==> config.mk <==
export PLATFORM = sky130hd
export DESIGN_NAME = icap_channel
export DESIGN_NICKNAME = d
export VERILOG_FILES = /design/src/rtl/icap_pkg.sv /design/src/rtl/icap_sync.sv /design/src/rtl/icap_filter.sv /design/src/rtl/icap_edge_psc.sv /design/src/rtl/icap_channel.sv
export SDC_FILE = /design/constraint.sdc
export NUM_CORES = 1
export LEC_CHECK = 0
export ABC_AREA = 1
export CAP_MARGIN = 20
export CELL_PAD_IN_SITES_DETAIL_PLACEMENT = 0
export CELL_PAD_IN_SITES_GLOBAL_PLACEMENT = 1
export CORE_MARGIN = 2
export CORE_UTILIZATION = 33
export CTS_BUF_LIST = sky130_fd_sc_hd__clkbuf_4 sky130_fd_sc_hd__clkbuf_8 sky130_fd_sc_hd__clkbuf_16
export DETAILED_ROUTE_END_ITERATION = 8
export PLACE_DENSITY_LB_ADDON = 0.1
export SYNTH_ARGS = -nofsm -noshare
export SYNTH_HDL_FRONTEND = slang
export SYNTH_HIERARCHICAL = 1
export SYNTH_SLANG_ARGS = --single-unit
==> constraint.sdc <==
create_clock -name clk_i -period 2.07 [get_ports clk_i]
set_input_delay 0.3105 -clock clk_i [delete_from_list [all_inputs] [get_ports clk_i]]
set_output_delay 0.3105 -clock clk_i [all_outputs]
set_load 0.1 [all_outputs]
==> src/rtl/icap_pkg.sv <==
package icap_pkg;

  typedef enum logic [1:0] {
    PSC_DIV1 = 2'd0,
    PSC_DIV2 = 2'd1,
    PSC_DIV4 = 2'd2,
    PSC_DIV8 = 2'd3
  } psc_e;

  localparam int EDGE_CNT_W = 3;

  // terminal value of the edge counter for a divider setting
  function automatic logic [EDGE_CNT_W-1:0] psc_last(input psc_e sel);
    logic [EDGE_CNT_W:0] span;
    span = ({{EDGE_CNT_W{1'b0}}, 1'b1} << sel);
    return span[EDGE_CNT_W-1:0] - 1'b1;
  endfunction

endpackage

==> src/rtl/icap_sync.sv <==
module icap_sync #(
  parameter int STAGES = 2
) (
  input  logic clk_i,
  input  logic rst_ni,
  input  logic d_i,
  output logic q_o
);

  logic [STAGES-1:0] stg_q;

  generate
    for (genvar i = 0; i < STAGES; i++) begin : g_stg
      always_ff @(posedge clk_i or negedge rst_ni) begin
        if (!rst_ni) begin
          stg_q[i] <= 1'b0;
        end else if (i == 0) begin
          stg_q[i] <= d_i;
        end else begin
          stg_q[i] <= stg_q[(i == 0) ? 0 : i-1];
        end
      end
    end
  endgenerate

  assign q_o = stg_q[STAGES-1];

endmodule

==> src/rtl/icap_filter.sv <==
module icap_filter #(
  parameter int FLT_W = 4
) (
  input  logic             clk_i,
  input  logic             rst_ni,
  input  logic             smp_i,
  input  logic [FLT_W-1:0] len_i,
  output logic             lvl_o
);

  logic             lvl_q, lvl_d;
  logic [FLT_W-1:0] run_q, run_d;
  logic [FLT_W:0]   run_inc;

  assign run_inc = {1'b0, run_q} + 1'b1;

  always_comb begin
    lvl_d = lvl_q;
    run_d = '0;
    if (smp_i != lvl_q) begin
      if (run_inc >= {1'b0, len_i}) begin
        lvl_d = smp_i;
      end else begin
        run_d = run_inc[FLT_W-1:0];
      end
    end
  end

  always_ff @(posedge clk_i or negedge rst_ni) begin
    if (!rst_ni) begin
      lvl_q <= 1'b0;
      run_q <= '0;
    end else begin
      lvl_q <= lvl_d;
      run_q <= run_d;
    end
  end

  assign lvl_o = lvl_q;

endmodule

==> src/rtl/icap_edge_psc.sv <==
module icap_edge_psc
  import icap_pkg::*;
(
  input  logic clk_i,
  input  logic rst_ni,
  input  logic en_i,
  input  logic lvl_i,
  input  logic edge_sel_i,
  input  psc_e psc_i,
  output logic cap_evt_o
);

  logic                  lvl_d1_q;
  psc_e                  psc_q;
  logic [EDGE_CNT_W-1:0] ecnt_q, ecnt_d;
  logic                  qual, restart, hit;

  assign qual    = en_i & (edge_sel_i ? (~lvl_i & lvl_d1_q) : (lvl_i & ~lvl_d1_q));
  assign restart = ~en_i | (psc_i != psc_q);
  assign hit     = qual & ~restart & (ecnt_q == psc_last(psc_i));

  always_comb begin
    ecnt_d = ecnt_q;
    if (restart) begin
      ecnt_d = '0;
    end else if (qual) begin
      ecnt_d = hit ? '0 : ecnt_q + 1'b1;
    end
  end

  always_ff @(posedge clk_i or negedge rst_ni) begin
    if (!rst_ni) begin
      lvl_d1_q <= 1'b0;
      psc_q    <= PSC_DIV1;
      ecnt_q   <= '0;
    end else begin
      lvl_d1_q <= lvl_i;
      psc_q    <= psc_i;
      ecnt_q   <= ecnt_d;
    end
  end

  assign cap_evt_o = hit;

endmodule

==> src/rtl/icap_channel.sv <==
module icap_channel
  import icap_pkg::*;
#(
  parameter int CNT_W = 16,
  parameter int FLT_W = 4
) (
  input  logic             clk_i,
  input  logic             rst_ni,
  input  logic             chan_en_i,
  input  logic             sig_i,
  input  logic [CNT_W-1:0] count_i,
  input  logic             edge_sel_i,
  input  logic [1:0]       psc_sel_i,
  input  logic [FLT_W-1:0] flt_len_i,
  input  logic             flag_clr_i,
  input  logic             irq_en_i,
  output logic [CNT_W-1:0] cap_val_o,
  output logic             cap_flag_o,
  output logic             ovr_flag_o,
  output logic             irq_o
);

  logic             sig_sync, sig_filt, cap_evt;
  logic [CNT_W-1:0] cap_val_q, cap_val_d;
  logic             cflag_q, cflag_d, oflag_q, oflag_d;

  icap_sync #(.STAGES(2)) u_sync (
    .clk_i  (clk_i),
    .rst_ni (rst_ni),
    .d_i    (sig_i),
    .q_o    (sig_sync)
  );

  icap_filter #(.FLT_W(FLT_W)) u_filt (
    .clk_i  (clk_i),
    .rst_ni (rst_ni),
    .smp_i  (sig_sync),
    .len_i  (flt_len_i),
    .lvl_o  (sig_filt)
  );

  icap_edge_psc u_psc (
    .clk_i      (clk_i),
    .rst_ni     (rst_ni),
    .en_i       (chan_en_i),
    .lvl_i      (sig_filt),
    .edge_sel_i (edge_sel_i),
    .psc_i      (psc_e'(psc_sel_i)),
    .cap_evt_o  (cap_evt)
  );

  always_comb begin
    cap_val_d = cap_evt ? count_i : cap_val_q;
    cflag_d   = cflag_q;
    oflag_d   = oflag_q;
    if (flag_clr_i) begin
      cflag_d = 1'b0;
      oflag_d = 1'b0;
    end
    if (cap_evt) begin
      cflag_d = 1'b1;
      if (cflag_q) oflag_d = 1'b1;
    end
  end

  always_ff @(posedge clk_i or negedge rst_ni) begin
    if (!rst_ni) begin
      cap_val_q <= '0;
      cflag_q   <= 1'b0;
      oflag_q   <= 1'b0;
    end else begin
      cap_val_q <= cap_val_d;
      cflag_q   <= cflag_d;
      oflag_q   <= oflag_d;
    end
  end

  assign cap_val_o  = cap_val_q;
  assign cap_flag_o = cflag_q;
  assign ovr_flag_o = oflag_q;
  assign irq_o      = cflag_q & irq_en_i;

endmodule

==> flow_metrics.env <==
export IMPL_grt_max_degree=32
export IMPL_final_nets=264
export IMPL_regArea_um2=776
export IMPL_grt_pass1_wl_um=5480
export IMPL_antenna_found_initial=0
export IMPL_grt_use_total=0.138
export IMPL_clock_root_buffer="clkbuf_8"
export IMPL_row_count=24
export IMPL_cts_buffer_depth=2
export IMPL_hold_path_class="register to register"
export IMPL_wl_um=3100
export IMPL_insertion_delay_ps=280
export IMPL_ys_seq_elements=31
export IMPL_num_fill_cells=428
export IMPL_timing_hold_ws_ps=353
export IMPL_syn_inst=176
export IMPL_synth_seq_area_share=0.514
export IMPL_tns_ps=0
export IMPL_post_cts_setup_buffer_count=0
export IMPL_slew_limit_headroom=0.727
export IMPL_cts_hold_buf=0
export IMPL_synthesis_nets=211
export IMPL_slowest_delay_ps=430
export IMPL_synth_area_leaders="dfrtp_1 51%, nand2_1 20%, inv_1 5.2%, ha_1 5.0%, nand2_2 2.5%"
export IMPL_grt_pass1_vias=1258
export IMPL_setup_viol=0
export IMPL_syn_to_final_growth_pct=38.2
export IMPL_drt_pass1_iter_count=4
export IMPL_p_per_area_nw_per_um2=832
export IMPL_grt_overflow_total=0
export IMPL_critical_path_class="register to register"
export IMPL_crit_chain="ha_1 -> xor2_1 -> ha_1 -> nand2_1 -> inv_1 -> nand2_1 -> nand2_1 -> nand2_1 -> nand2_1 -> nand2_1 -> nand2_1"
export IMPL_synth_area_um2=1510
export IMPL_crit_required_ps=2240
export IMPL_max_slew_worst_pin_slew_ps=409
export IMPL_outcome="finished clean"
export IMPL_critPathSlowestCell="dfrtp_1"
export IMPL_synth_largest_area_cell="dfrtp_1"
export IMPL_ioPinCount=48
export IMPL_num_vias=1201
export IMPL_maxSlewViolCount=0
export IMPL_layoutNonFillerInstCount=282
export IMPL_period_minus_slack_ps=1790
export IMPL_critPathTopFamily="adder cells"
export IMPL_cts_tree="done"
export IMPL_fin_crit_sh=0.863
export IMPL_final_area_um2=2090
export IMPL_dp_hpwl_um=2300
export IMPL_p_leak_nw=1.17
export IMPL_drive_gt1_frac=0.191
export IMPL_avgSynthCellArea_um2=8.58
export IMPL_multi_input_comb_area_um2=604
export IMPL_numCtsBuffers=5
export IMPL_yosysWarnings=6
export IMPL_fp_dieW_um=71.7
export IMPL_ir_drop_mv=0.398
export IMPL_io_buffers=47
export IMPL_maxCapViolations=0
export IMPL_async_flop_share=1.00
export IMPL_cp_arrival_ps=1960
export IMPL_clkSlewWorstSetupHoldPaths_ps=60
export IMPL_drt_iter0_drc=59
export IMPL_initial_core_util=0.344
export IMPL_gp_congestion=0.765
export IMPL_drcViolationCount=0
export IMPL_worst_path_max_fanout=5
export IMPL_htree_levels=2
export IMPL_dp_cells=274
export IMPL_startpoint_type="register"
export IMPL_finalHoldViolations=0
export IMPL_synth_distinct_cells=20
export IMPL_n_antenna_cell=0
export IMPL_vias_per_cell=4.26
export IMPL_max_freq_ghz=0.560
export IMPL_ant_nets=0
export IMPL_synth_top_area_share=0.514
export IMPL_synth_edff_count=0
export IMPL_synth_most_common_cell="nand2_1"
export IMPL_dieArea_um2=5130
export IMPL_cp_num_buf_inv=1
export IMPL_endpoint_kind="register"
export IMPL_synth_ff_type="dfrtp_1"
export IMPL_die_height_um=71.7
export IMPL_skew_ps=3.49
export IMPL_core_um2=4380
export IMPL_dpl_cell_area_um2=2000
export IMPL_synth_commonest_cells="81 x nand2_1, 31 x dfrtp_1, 21 x inv_1"
export IMPL_cts_sinks=31
export IMPL_post_cts_resized=0
export IMPL_crit_top_cell="nand2_1"
export IMPL_rsz0062_at_grt="no"
export IMPL_wl_per_cell_um=11.0
-- cells in the final DEF, fill, tap and decap left out --
cell,netlist,layout
xor2_1,3,3
nor2_2,1,1
a21oi_2,1,1
clkbuf_8,1,5
nor2_4,2,2
buf_4,0,19
clkinv_2,0,1
clkbuf_4,0,2
nand2_1,81,81
dfrtp_1,31,31
inv_8,1,1
buf_12,0,2
inv_1,21,21
nand3_1,7,7
nand2_2,6,6
nand3_2,1,1
clkdlybuf4s50_1,0,28
nand3_4,1,1
nor2_1,8,8
ha_1,6,6
nor3_2,1,1
xnor2_2,1,1
a21oi_1,1,1
-- final timing paths --
kind                       slack, ps                 startpoint  cells after the start                        end
max                              280  u_filt/run_q[0]$_DFF_PN0_                     11   u_filt/lvl_o$_DFFE_PN0P_
min                              350  u_sync/stg_q[0]$_DFF_PN0_                      0       u_sync/q_o$_DFF_PN0_
max reg2reg                      280  u_filt/run_q[0]$_DFF_PN0_                     11   u_filt/lvl_o$_DFFE_PN0P_
min reg2reg                      350  u_sync/stg_q[0]$_DFF_PN0_                      0       u_sync/q_o$_DFF_PN0_
max in group asynchronous       1340                     rst_ni                      2   cap_val_o[0]$_DFFE_PN0P_
min in group asynchronous        420                     rst_ni                      2  u_filt/run_q[3]$_DFF_PN0_
-- area by class of cell --
cell class | instances | share of cell area
flip-flops and latches | 31 | 0.372
multi-input cells | 120 | 0.290
repair buffers | 49 | 0.222
inverters | 22 | 0.0432
clock buffers | 7 | 0.0402
well taps | 52 | 0.0312
clock inverters | 1 | 0.00240
-- per-layer routing --
metal / GRT usage / part of all wire
met3: 0.0422 / 0.065
met1: 0.162 / 0.43
met2: 0.231 / 0.50
met5: 0 / 0
met4: 0.0629 / 0.0026
-- per-stage QoR --
stage | power (W) | utilization | worst slack [ps]
final | 0.00174 | 0.476 | 283
after global routing | 0.00186 | 0.476 | 120
after CTS | 0.00177 | 0.476 | 274
after detailed placement | 0.00128 | 0.456 | 63.4
after global placement | 0.00127 | 0.456 | 95.4
after floorplan | 0.00111 | - | 105
-- worst reg2reg max path: cells and delay by family, from the launching register on --
family | cells | cell delay [ps]
DFF | 1 | 430
buffers and inverters | 1 | 30
adders and majority gates | 2 | 520
and+or+nand+nor | 7 | 510
xor gates and xnor gates | 1 | 200
-- registers in the layout, indices dropped and copies added, names as in the netlist --
signal          cells
u_psc/psc_q         2
cap_val_o          16
u_sync/q_o          1
ovr_flag_o          1
u_sync/stg_q        1
u_filt/lvl_o        1
u_psc/lvl_d1_q      1
cap_flag_o          1
u_psc/ecnt_q        3
u_filt/run_q        4
-- kinds of logic (layout without fill, tap and decap cells) --
family	Yosys count	count (layout)	synth area share
compound gates	2	2	0.00911
simple gates	108	108	0.313
xor+xnor	4	4	0.0282
buf+inv	25	79	0.0862
fa+ha+maj	6	6	0.0497
flops	31	31	0.514
-- where the power goes --
part           switching, W  total [W]  internal, W
clock              0.000213   0.000474     0.000262
combinational      0.000364   0.000535     0.000171
sequential        0.0000536   0.000726     0.000673
total              0.000630    0.00174      0.00111
No activity file was read; power rests on OpenSTA's default activity.
